## config.mk

```make
export PLATFORM = sky130hd
export DESIGN_NAME = phase_ctrl
export DESIGN_NICKNAME = d
export VERILOG_FILES = /design/src/rtl/pcu_pkg.sv /design/src/rtl/pcu_sched.sv /design/src/rtl/pcu_tracker.sv /design/src/rtl/pcu_fsm.sv /design/src/rtl/phase_ctrl.sv
export SDC_FILE = /design/constraint.sdc
export NUM_CORES = 1
export LEC_CHECK = 0
export ABC_AREA = 1
export CAP_MARGIN = 5
export CORE_MARGIN = 2
export CORE_UTILIZATION = 50
export DETAILED_ROUTE_END_ITERATION = 12
export PLACE_DENSITY = 0.88
export SETUP_SLACK_MARGIN = 0.05
export SLEW_MARGIN = 40
export SYNTH_ARGS = -nofsm -noshare
export SYNTH_HDL_FRONTEND = slang
export SYNTH_SLANG_ARGS = --single-unit
export TNS_END_PERCENT = 10
```

## constraint.sdc

```tcl
create_clock -name clk -period 4 [get_ports clk]
set_input_delay 0.8 -clock clk [delete_from_list [all_inputs] [get_ports clk]]
set_output_delay 0.8 -clock clk [all_outputs]
set_load 0.005 [all_outputs]
```

## src/rtl/pcu_pkg.sv

```systemverilog
`timescale 1ns/1ps
package pcu_pkg;

    // Number of datapath units (PC, IF, ALU); each may be activated twice.
    localparam int UNIT_N   = 3;
    localparam int STEP_W   = 2 * UNIT_N;
    localparam int STAGE_N  = 4;
    localparam int STAGE_W  = $clog2(STAGE_N);
    localparam int CLASS_W  = 3;

    // Bit positions inside a stage mask; the low half is the first activation,
    // the high half the second activation of the same unit.
    localparam int B_PC   = 0;
    localparam int B_IF   = 1;
    localparam int B_ALU  = 2;
    localparam int B_PC2  = B_PC  + UNIT_N;
    localparam int B_IF2  = B_IF  + UNIT_N;
    localparam int B_ALU2 = B_ALU + UNIT_N;

    typedef logic [STEP_W-1:0] step_t;

    typedef enum logic [CLASS_W-1:0] {
        CL_ALU_RR  = 3'd0,
        CL_ALU_IR  = 3'd1,
        CL_ALU_RPC = 3'd2,
        CL_ALU_IPC = 3'd3,
        CL_MEM     = 3'd4,
        CL_C_RR    = 3'd5,
        CL_C_IR    = 3'd6,
        CL_C_IPC   = 3'd7
    } iclass_e;

    typedef enum logic [1:0] {
        ST_IDLE = 2'd0,
        ST_RUN  = 2'd1,
        ST_CPL  = 2'd2
    } ctl_state_e;

    function automatic step_t bit_of(input int pos);
        return step_t'(1) << pos;
    endfunction

endpackage

```

## src/rtl/pcu_sched.sv

```systemverilog
`timescale 1ns/1ps
module pcu_sched
    import pcu_pkg::*;
(
    input  iclass_e               cls,
    input  logic                  cond,
    input  logic [STAGE_W-1:0]    idx,
    output step_t                 mask,
    output logic                  last
);

    typedef enum logic [1:0] {
        FAM_PLAIN = 2'd0,
        FAM_IMM   = 2'd1,
        FAM_CTRUE = 2'd2,
        FAM_CFALS = 2'd3
    } family_e;

    family_e fam;

    always_comb begin
        unique case (cls)
            CL_ALU_IR:                 fam = FAM_IMM;
            CL_C_RR, CL_C_IR, CL_C_IPC: fam = cond ? FAM_CTRUE : FAM_CFALS;
            default:                   fam = FAM_PLAIN;
        endcase
    end

    always_comb begin
        mask = '0;
        last = 1'b0;
        unique case (fam)
            FAM_PLAIN: begin
                case (idx)
                    2'd0:    mask = bit_of(B_PC);
                    2'd1:    mask = bit_of(B_IF);
                    2'd2:    mask = bit_of(B_ALU);
                    default: begin mask = bit_of(B_IF2); last = 1'b1; end
                endcase
            end
            FAM_IMM: begin
                case (idx)
                    2'd0:    mask = bit_of(B_PC);
                    2'd1:    mask = bit_of(B_IF);
                    2'd2:    mask = bit_of(B_ALU) | bit_of(B_PC2);
                    default: begin mask = bit_of(B_IF2); last = 1'b1; end
                endcase
            end
            FAM_CTRUE: begin
                case (idx)
                    2'd0:    mask = bit_of(B_ALU) | bit_of(B_PC);
                    2'd1:    mask = bit_of(B_IF);
                    2'd2:    mask = bit_of(B_ALU2) | bit_of(B_PC2);
                    default: begin mask = bit_of(B_IF2); last = 1'b1; end
                endcase
            end
            FAM_CFALS: begin
                case (idx)
                    2'd0:    mask = bit_of(B_ALU) | bit_of(B_PC);
                    2'd1:    mask = bit_of(B_PC2);
                    default: begin mask = bit_of(B_IF2); last = 1'b1; end
                endcase
            end
            default: begin
                mask = '0;
                last = 1'b1;
            end
        endcase
    end

endmodule

```

## src/rtl/pcu_tracker.sv

```systemverilog
`timescale 1ns/1ps
module pcu_tracker
    import pcu_pkg::*;
(
    input  logic              clk,
    input  logic              rst_n,
    input  logic              load,
    input  step_t             load_mask,
    input  logic [UNIT_N-1:0] done,
    output logic              all_clear
);

    logic [UNIT_N-1:0] need;
    logic [UNIT_N-1:0] pend;

    // Both activations of a unit answer on the same done line.
    assign need = load_mask[UNIT_N-1:0] | load_mask[STEP_W-1:UNIT_N];

    generate
        for (genvar u = 0; u < UNIT_N; u++) begin : g_unit
            logic pend_q;
            always_ff @(posedge clk) begin
                if (!rst_n)
                    pend_q <= 1'b0;
                else if (load)
                    pend_q <= need[u];
                else if (done[u])
                    pend_q <= 1'b0;
            end
            assign pend[u] = pend_q;
        end
    endgenerate

    assign all_clear = ((pend & ~done) == '0);

endmodule

```

## src/rtl/pcu_fsm.sv

```systemverilog
`timescale 1ns/1ps
module pcu_fsm
    import pcu_pkg::*;
(
    input  logic                  clk,
    input  logic                  rst_n,
    input  logic                  start,
    input  logic [CLASS_W-1:0]    cls_in,
    input  logic                  lt,
    input  logic                  all_clear,
    input  step_t                 sched_mask,
    input  logic                  sched_last,
    output iclass_e               sched_cls,
    output logic                  sched_cond,
    output logic [STAGE_W-1:0]    sched_idx,
    output logic                  launch,
    output step_t                 go,
    output logic                  cpl,
    output logic                  busy
);

    ctl_state_e            state_q, state_d;
    iclass_e               cls_q;
    logic                  cond_q;
    logic [STAGE_W-1:0]    stage_q;
    logic                  last_q;
    logic                  accept, stage_end;

    assign accept    = (state_q == ST_IDLE) && start;
    assign stage_end = (state_q == ST_RUN) && all_clear;
    assign launch    = accept || (stage_end && !last_q);
    assign busy      = (state_q != ST_IDLE);

    // Schedule lookup: stage 0 of the incoming class when idle,
    // otherwise the stage after the current one.
    assign sched_cls  = (state_q == ST_IDLE) ? iclass_e'(cls_in) : cls_q;
    assign sched_idx  = (state_q == ST_IDLE) ? '0 : stage_q + 1'b1;
    assign sched_cond = (stage_q == '0) ? lt : cond_q;

    always_comb begin
        state_d = state_q;
        unique case (state_q)
            ST_IDLE: if (start)     state_d = ST_RUN;
            ST_RUN:  if (all_clear) state_d = last_q ? ST_CPL : ST_RUN;
            ST_CPL:                 state_d = ST_IDLE;
            default:                state_d = ST_IDLE;
        endcase
    end

    // State register and instruction context.
    always_ff @(posedge clk) begin
        if (!rst_n) begin
            state_q <= ST_IDLE;
            cls_q   <= CL_ALU_RR;
            cond_q  <= 1'b0;
            stage_q <= '0;
            last_q  <= 1'b0;
        end else begin
            state_q <= state_d;
            if (accept)
                cls_q <= iclass_e'(cls_in);
            if (stage_end && (stage_q == '0))
                cond_q <= lt;
            if (launch) begin
                stage_q <= sched_idx;
                last_q  <= sched_last;
            end
        end
    end

    // Registered outputs.
    always_ff @(posedge clk) begin
        if (!rst_n) begin
            go  <= '0;
            cpl <= 1'b0;
        end else begin
            go  <= launch ? sched_mask : '0;
            cpl <= stage_end && last_q;
        end
    end

endmodule

```

## src/rtl/phase_ctrl.sv

```systemverilog
`timescale 1ns/1ps
module phase_ctrl
    import pcu_pkg::*;
(
    input  logic        clk,
    input  logic        rst_n,
    input  logic        start,
    input  logic [2:0]  iclass,
    input  logic        lt,
    input  logic        done_pc,
    input  logic        done_if,
    input  logic        done_alu,
    output logic        go_pc,
    output logic        go_if,
    output logic        go_alu,
    output logic        go_pc2,
    output logic        go_if2,
    output logic        go_alu2,
    output logic        instr_done
);

    iclass_e               sched_cls;
    logic                  sched_cond;
    logic [STAGE_W-1:0]    sched_idx;
    step_t                 sched_mask;
    logic                  sched_last;
    logic                  launch;
    logic                  all_clear;
    logic                  busy;
    step_t                 go;
    logic [UNIT_N-1:0]     done_vec;

    assign done_vec[B_PC]  = done_pc;
    assign done_vec[B_IF]  = done_if;
    assign done_vec[B_ALU] = done_alu;

    pcu_sched u_sched (
        .cls  (sched_cls),
        .cond (sched_cond),
        .idx  (sched_idx),
        .mask (sched_mask),
        .last (sched_last)
    );

    pcu_tracker u_track (
        .clk       (clk),
        .rst_n     (rst_n),
        .load      (launch),
        .load_mask (sched_mask),
        .done      (done_vec),
        .all_clear (all_clear)
    );

    pcu_fsm u_fsm (
        .clk        (clk),
        .rst_n      (rst_n),
        .start      (start),
        .cls_in     (iclass),
        .lt         (lt),
        .all_clear  (all_clear),
        .sched_mask (sched_mask),
        .sched_last (sched_last),
        .sched_cls  (sched_cls),
        .sched_cond (sched_cond),
        .sched_idx  (sched_idx),
        .launch     (launch),
        .go         (go),
        .cpl        (instr_done),
        .busy       (busy)
    );

    assign go_pc   = go[B_PC];
    assign go_if   = go[B_IF];
    assign go_alu  = go[B_ALU];
    assign go_pc2  = go[B_PC2];
    assign go_if2  = go[B_IF2];
    assign go_alu2 = go[B_ALU2];

endmodule

```

== Yosys cells after proc, flatten, opt, wreduce, memory -nomap -nowiden ==
Index checks and enable logic that the tools add are counted.
Storage, ports and cells
  flip-flop bits (word level): 19
  bits in latches: 0
  RAM bits: 0
  ROM bits: 0
  output and inout port bits: 7
  word-level logic and storage cells: 70
  memories: 0
Cells by class
  $add $sub $neg: 1
  $mul: 0
  div/mod/pow operators: 0
  order comparisons: 0
  eq/ne operators: 12
  shift-type cells: 0
  muxes and demuxes: 23
  bitwise logic cells: 3
  reductions and logical operators: 21
Operators with widths (count)
  one-hot mux 5 bit (3 select lines): 2
  one-hot mux 6 bit (4 select lines): 1
  one-hot mux 6 bit (3 select lines): 1
  two-way mux 1 bit: 10
  one-hot mux 5 bit (2 select lines): 1
  equality test 3 bit (second input constant): 3
  OR reduction 3 bit: 3
  logical NOT 2 bit: 4
  two-way mux 2 bit: 4
  one-hot mux 2 bit (2 select lines): 2
  equality test 2 x 1 -> 1 bit (second input constant): 3
  equality test 2 bit (second input constant): 3
  nonzero test 2 bit: 3
  logical AND 1 bit: 5
  AND reduction 2 bit: 2
  AND 3 bit: 1
  equality test 3 x 1 -> 1 bit (second input constant): 1
  logical NOT 3 bit: 1
  two-way mux 3 bit: 1
  inverter 3 bit: 1
  bitwise OR 3 bit: 1
  adder 2 x 1 -> 2 bit (second input constant): 1
  != test 2 x 1 -> 1 bit (second input constant): 1
  != test 2 bit (second input constant): 1
  4 further kinds: 4

== Logic depth before layout (Yosys ltp) ==
Gate-level depths: netlist (run 1).
  depth in word-level cells: 9
  gate-level depth with buffers: 10
  depth with buffers taken out: 10

== Cells and area by module ==
From an unflattened synthesis (run 1), not the netlist that was laid out.
Second synthesis, totals
  cells, all modules: 135
  area total of the unflattened synthesis: 905.9 sq um
By module, submodules not included
  pcu_fsm: times used 1, cells an instance 84, area an instance 635.6 sq um, seq. area each 320.3 sq um
  pcu_tracker: times used 1, cells an instance 26, area an instance 151.4 sq um, seq. area each 60.1 sq um
  pcu_sched: times used 1, cells an instance 25, area an instance 118.9 sq um, seq. area each 0.0 sq um

== Least setup slack after synthesis (run 1) ==
OpenSTA, ideal clock, no wires.
  kind: in2reg
  start: in done_pc
  end: reg u_fsm.last_q
  setup time: 0.067 ns
  data arrival time: 1.532 ns
  required time: 3.933 ns
  slack: 2.401 ns
  cell stages on the path: 8
  buffers on the path: 0
  cells stage by stage: inv_1 nand2_1 nand4_4 o21ai_4 nand2_2 clkinv_1 nand2_1 o21ai_2
On the way
  cells in the longest elaborated chain, start to end: 6
RTL lines
  start: declaration: RTL line phase_ctrl.sv:10  | input logic done_pc,
  inverter 3 bit: RTL line pcu_tracker.sv:34  | assign all_clear = ((pend & ~done) == '0);
  AND 3 bit: RTL line pcu_tracker.sv:34
  logical NOT 3 bit: RTL line pcu_tracker.sv:34
  logical AND 1 bit: RTL line pcu_fsm.sv:30  | assign stage_end = (state_q == ST_RUN) && all_clear;
  logical AND 1 bit: RTL line pcu_fsm.sv:31  | assign launch = accept || (stage_end && !last_q);
  logical OR 1 bit: RTL line pcu_fsm.sv:31
  end signal: assignment: RTL line pcu_fsm.sv:66  | last_q <= sched_last;
  end: declaration: RTL line pcu_fsm.sv:26  | logic last_q;
No other way between the ends.
A chain may end at the register's enable or synchronous reset.

== Worst setup path after layout (run 1) ==
  start: reg u_fsm.go[5]
  end: out go_alu2
RTL lines
  start: declaration: RTL line pcu_fsm.sv:17  | output step_t go,
  start signal: assignment: RTL line pcu_fsm.sv:77  | go <= launch ? sched_mask : '0;
  end: declaration: RTL line phase_ctrl.sv:18  | output logic go_alu2,
No word-level cell between the ends.

==> results_dict.tcl, run 1 <==
set metrics [dict create \
    status "complete, no violations" \
    num_rows 15 \
    reg2reg_depth 10 \
    reg2reg_from "u_fsm.stage_q[0]" \
    crit_buf_inv 1 \
    htree_num_levels 1 \
    viasPerCell 5.117 \
    syn_area_per_cell_um2 7.084 \
    cp_num_cells 1 \
    hpwl_um 1543 \
    worst_setup_path_start_kind "register" \
    cts_resized 0 \
    grt_setup_unrepaired "false" \
    fin_setup_tns_ns 0 \
    regArea_um2 380.4 \
    tightest_slew_ns 0.3947 \
    crit_required_ns 3.20 \
    setup_ws_ns 2.059 \
    overflow 0 \
    netlist_area_um2 899.6 \
    die_h_um 46.42 \
    clock.fmax_ghz 0.5151 \
    yosys.area.top_type_share_pct 42.28 \
    relSlewSlack_pct 73.60 \
    die_x_um 46.42 \
    synth.area.top_cells "dfxtp_1 (42%), nand2_1 (14%), inv_1 (7.5%)" \
    maxCapViolCount 0 \
    cp_cell_sequence "clkdlybuf4s50_1" \
    r2r_end "u_track.g_unit[0].pend_q" \
    antenna_found_initial 0 \
    area_delta_synth_final_pct 23.64 \
    cp-startpoint "u_fsm.go[5]" \
    clk_pin_slew_ns 0.10 \
    worstPathMaxFanout 1 \
    synth-seq-area-share_pct 42.28 \
    io_pins 17 \
    nets 158 \
    insertion_delay_ns 0.31 \
    final_antenna_net_count 0 \
    grt_pass1_vias 751 \
    ff2ff_setup_slack_ns 2.27 \
    drc 0 \
    ys_seq_elements 19 \
    hold_viol_final 0 \
    postCtsHoldBufs 0 \
    p_leak_nw 0.5089 \
    power_density_nw_per_um2 374.7 \
    clockRootBuffer "clkbuf_4" \
    timing.final.crit_period_ns 1.941 \
    clock_path_buffers 2 \
    multi_input_area_um2 435.4 \
    syn_inst 127 \
    place_ws_ns 1.759 \
    cpMaxStageDelayCell "clkdlybuf4s50_1" \
    peakVddDrop_uv 296.3 \
    finalClockSkew_ns 0.006353 \
    postCtsSetupBuffers 0 \
    track_usage_pct 21.48 \
    endpoint_kind "primary output" \
    wl_per_cell_um 11.54 \
    critPathMaxStageDelay_ns 0.51 \
    final_max_slew_viol_count 0 \
    yosysUniqueCellTypes 20 \
    globalplace.congestion 0.9326 \
    cp.arrival_ns 1.14 \
    first_iter_violations 25 \
    initial_core_util_pct 52.67 \
    cts_made_buffers 3 \
    diodes 0 \
    crit_family "buffers and inverters" \
    fin_crit_sh_pct 48.53 \
    hold_class "reg -> reg" \
    vias 875 \
    total_power_mw 0.4168 \
    cts_tree "built" \
    synth_warnings 0 \
    core_area_um2 1708 \
    setup_viol 0 \
    cts_sinks 19 \
    synth_top_area_cell "dfxtp_1" \
    num-fill-cells 151 \
    synth_nets 138 \
    grt_max_degree 11 \
    dieArea_um2 2154 \
    portBuffers 16 \
    wirelength_um 1974 \
    drive_gt1_share_pct 10.96 \
    cp-endpoint "go_alu2" \
    grt_first_pass_wirelength_um 3167 \
    crit_type "reg -> out" \
    dr.pass1.iters 4 \
]
-- cells by family after synthesis --
logic type      after synthesis  synth area share, %
compound gates               20                13.35
flops                        19                42.28
buf+inv                      22                9.317
simple gates                 65                33.66
fa+ha+maj                     1                1.391
-- per-layer routing --
layer | GRT usage [%] | share of wire [%]
met1 | 25.36 | 40
met2 | 35.56 | 51
met3 | 3.529 | 6.1
met4 | 13.71 | 3.1
met5 | 0 | 0
-- synthesized netlist by cell type (all sizes together) --
cell type,n
nand2,37
a31oi,1
buf,1
nor2,19
ha,1
nand3,5
a21oi,9
and2,1
inv,20
o21ai,10
clkinv,1
dfxtp,19
nand4,3
-- state kept, by name, indices dropped and copies added, names as in the netlist --
name and flops:
u_fsm.go 6, u_fsm.cpl 1, u_fsm.last_q 1, u_fsm.stage_q 2
u_fsm.cls_q 3, u_fsm.state_q 2, u_track.g_unit.pend_q 3, u_fsm.cond_q 1
-- how the worst min path moves through the flow --
stage | startpoint | end | slack [ns] | cells past startpoint
floorplan | u_fsm.stage_q[1] | u_fsm.stage_q[1] | 0.44 | 2
global route | u_fsm.stage_q[1] | u_fsm.stage_q[1] | 0.52 | 2
CTS | u_fsm.stage_q[1] | u_fsm.stage_q[1] | 0.48 | 2
detailed placement | u_fsm.stage_q[1] | u_fsm.stage_q[1] | 0.47 | 2
global placement | u_fsm.stage_q[1] | u_fsm.stage_q[1] | 0.45 | 2
finish | u_fsm.stage_q[1] | u_fsm.stage_q[1] | 0.48 | 2
-- placed cells by master (no fill, tap or decap), types with 2 or more instances in the layout --
cell / count
nand2_1: 34
dfxtp_1: 19
inv_1: 18
clkdlybuf4s50_1: 16
nor2_1: 15
a21oi_1: 9
o21ai_0: 7
nand3_1: 5
nand2_2: 3
clkbuf_4: 3
nor2_4: 2
inv_2: 2
nor2_2: 2
o21ai_2: 2
nand4_1: 2
-- area by class of cell --
class,instances,share of cell area [%]
Multi-Input combinational cell,86,39.15
Sequential cell,19,34.20
Tap cell,25,2.812
Timing Repair Buffer,16,14.40
Clock buffer,4,2.362
Inverter,21,7.087
-- power breakdown --
| group | internal, mW | leakage (nW) | switching (mW) | total, mW |
|---|---|---|---|---|
| logic | 0.0409 | 0.339 | 0.0684 | 0.109 |
| registers | 0.204 | 0.155 | 0.00727 | 0.211 |
| clock network | 0.0390 | 0.0150 | 0.0576 | 0.0966 |
| total | 0.283 | 0.509 | 0.133 | 0.417 |
-- per-stage QoR --
stage | instances | utilization [%] | hold slack, ns | instance area (µm²)
floorplan | 127 | - | 0.4376 | 899.6
detailed placement | 167 | 63.59 | 0.4675 | 1086
CTS | 171 | 65.13 | 0.4811 | 1112
global placement | 167 | 63.59 | 0.4495 | 1086
finish | 171 | 65.13 | 0.4783 | 1112
global route | 171 | 65.13 | 0.5155 | 1112
Power figures use the tool's default switching activity.
==> inputs of run 2 (changes only) <==
--- a/config.mk
+++ b/config.mk
@@ -8,9 +8,9 @@
 export ABC_AREA = 1
 export CAP_MARGIN = 5
 export CORE_MARGIN = 2
-export CORE_UTILIZATION = 50
+export CORE_UTILIZATION = 49
 export DETAILED_ROUTE_END_ITERATION = 12
-export PLACE_DENSITY = 0.88
+export PLACE_DENSITY = 0.87
 export SETUP_SLACK_MARGIN = 0.05
 export SLEW_MARGIN = 40
 export SYNTH_ARGS = -nofsm -noshare
==> constraint.sdc (replaced) <==
create_clock -name clk -period 1.8 [get_ports clk]
set_input_delay 0.36 -clock clk [delete_from_list [all_inputs] [get_ports clk]]
set_output_delay 0.36 -clock clk [all_outputs]
set_load 0.005 [all_outputs]
==> results_dict.tcl, run 2 (synthesis gave the netlist of run 1 again) <==
set metrics [dict create \
    place_ws_ns 0.01478 \
    area_delta_synth_final_pct 25.03 \
    dr.pass1.iters 4 \
    dieArea_um2 2194 \
    io_pins 17 \
    reg2reg_from "u_fsm.stage_q[0]" \
    hold_path_end "u_fsm.stage_q[1]" \
    cts_made_buffers 3 \
    cp_cell_sequence "inv_1 > ha_1 > inv_1 > nor2_4 > nand2_1 > nor2_1 > nand3_2 > nand3_1 > nor2_1 > nor2_1" \
    cpMaxStageDelayCell "dfxtp_4" \
    track_usage_pct 18.53 \
    hold_slack_ns 0.4767 \
    maxCapViolCount 0 \
    num-fill-cells 164 \
    top_register "u_fsm.go" \
    endpoint_kind "register" \
    fin_crit_sh_pct 90.99 \
    nets 158 \
    diodes 0 \
    min-delay-start "u_fsm.stage_q[1]" \
    final_max_slew_viol_count 0 \
    worst_setup_path_start_kind "register" \
    initial_core_util_pct 52.10 \
    first_iter_violations 30 \
    drive_gt1_share_pct 13.01 \
    critPathMostFrequentCell "nor2_1" \
    p_leak_nw 0.5099 \
    overflow 0 \
    clk_pin_slew_ns 0.11 \
    insertion_delay_ns 0.29 \
    reg2reg_depth 10 \
    critPathMaxStageDelay_ns 0.38 \
    clock_path_buffers 2 \
    crit_buf_inv 2 \
    setup_viol 0 \
    antenna_found_initial 0 \
    num_rows 15 \
    hold_viol_final 0 \
    drc 0 \
    globalplace.congestion 0.9166 \
    ff2ff_setup_slack_ns 0.16 \
    finalClockSkew_ns 0.01102 \
    final_cell_mix "nand2_1 (34), inv_1 (18), dfxtp_1 (18)" \
    hpwl_um 1442 \
    wirelength_um 1848 \
    die_x_um 46.85 \
    clock.fmax_ghz 0.6106 \
    whs_path_depth 2 \
    core_area_um2 1727 \
    layout_commonest_cell "nand2_1" \
    crit_required_ns 2.03 \
    largest_registers "u_fsm.go (6), u_fsm.cls_q (3), u_track.g_unit.pend_q (3)" \
    crit_family "simple AND/OR/NAND/NOR gates" \
    peakVddDrop_uv 531.1 \
    vias 830 \
    wl_per_cell_um 10.81 \
    postCtsSetupBuffers 0 \
    htree_num_levels 1 \
    r2r_end "u_track.g_unit[0].pend_q" \
    largest_reg_flops 6 \
    clockRootBuffer "clkbuf_4" \
    cts_tree "built" \
    hold_class "reg -> reg" \
    grt_max_degree 11 \
    worstPathMaxFanout 4 \
    viasPerCell 4.854 \
    cp.arrival_ns 1.86 \
    relSlewSlack_pct 74.81 \
    portBuffers 16 \
    crit_type "reg -> reg" \
    total_power_mw 0.9169 \
    timing.final.crit_period_ns 1.638 \
    die_h_um 46.85 \
    tightest_slew_ns 0.3767 \
    final_antenna_net_count 0 \
    status "complete, no violations" \
    grt_pass1_vias 698 \
    cts_sinks 19 \
    power_density_nw_per_um2 815.2 \
    grt_first_pass_wirelength_um 2822 \
    setup_ws_ns 0.1622 \
    fin_util_pct 65.14 \
]
run 2: stage by stage:
step	instance area [µm²]	setup TNS, ns	cells
finish	1125	0	171
detailed placement	1086	0	167
global route	1125	-0.004173	171
global placement	1086	0	167
floorplan	899.6	0	127
CTS	1112	0	171
run 2: how the worst max path moves through the flow:
stage                     start                  endpoint  slack [ns]  cells past startpoint
4_1_cts        u_fsm.stage_q[0]  u_track.g_unit[0].pend_q        0.11                     10
6_report       u_fsm.stage_q[0]  u_track.g_unit[0].pend_q        0.16                     10
2_1_floorplan  u_fsm.stage_q[0]  u_track.g_unit[0].pend_q        0.38                     10
5_1_grt        u_fsm.stage_q[0]  u_track.g_unit[0].pend_q      -0.004                     10
3_5_place_dp            done_pc              u_fsm.last_q        0.01                      9
3_3_place_gp                 lt  u_track.g_unit[0].pend_q        0.08                      9
run 2: final cells by class:
cell class | count | area, µm² | area share [%]
clock buffers | 4 | 26.28 | 2.336
repair buffers | 16 | 160.2 | 14.24
flip-flops and latches | 19 | 384.1 | 34.15
inverters | 21 | 78.83 | 7.008
multi-input cells | 86 | 444.2 | 39.49
well taps | 25 | 31.28 | 2.781
run 2: layer usage:
metal	GRT usage [%]	part of all wire, %
met5	0	0
met3	3.846	5.8
met4	8.333	2.2
met2	30.68	50
met1	23.17	42
run 2: tightest hold or removal path: stages, from the launching register on:
cell and delay, ns:
dfxtp_1 0.33, nand2_1 0.06, a21oi_1 0.05
run 2: timing repair:
item,CTS,global route
setup endpoints to repair,0,4
gates resized for setup,0,4
hold buffers,0,0
run 2: power breakdown:
part	total, mW	switching (mW)	internal (mW)
clock	0.206	0.120	0.0860
combinational	0.241	0.150	0.0910
sequential	0.469	0.0168	0.453
total	0.917	0.287	0.630
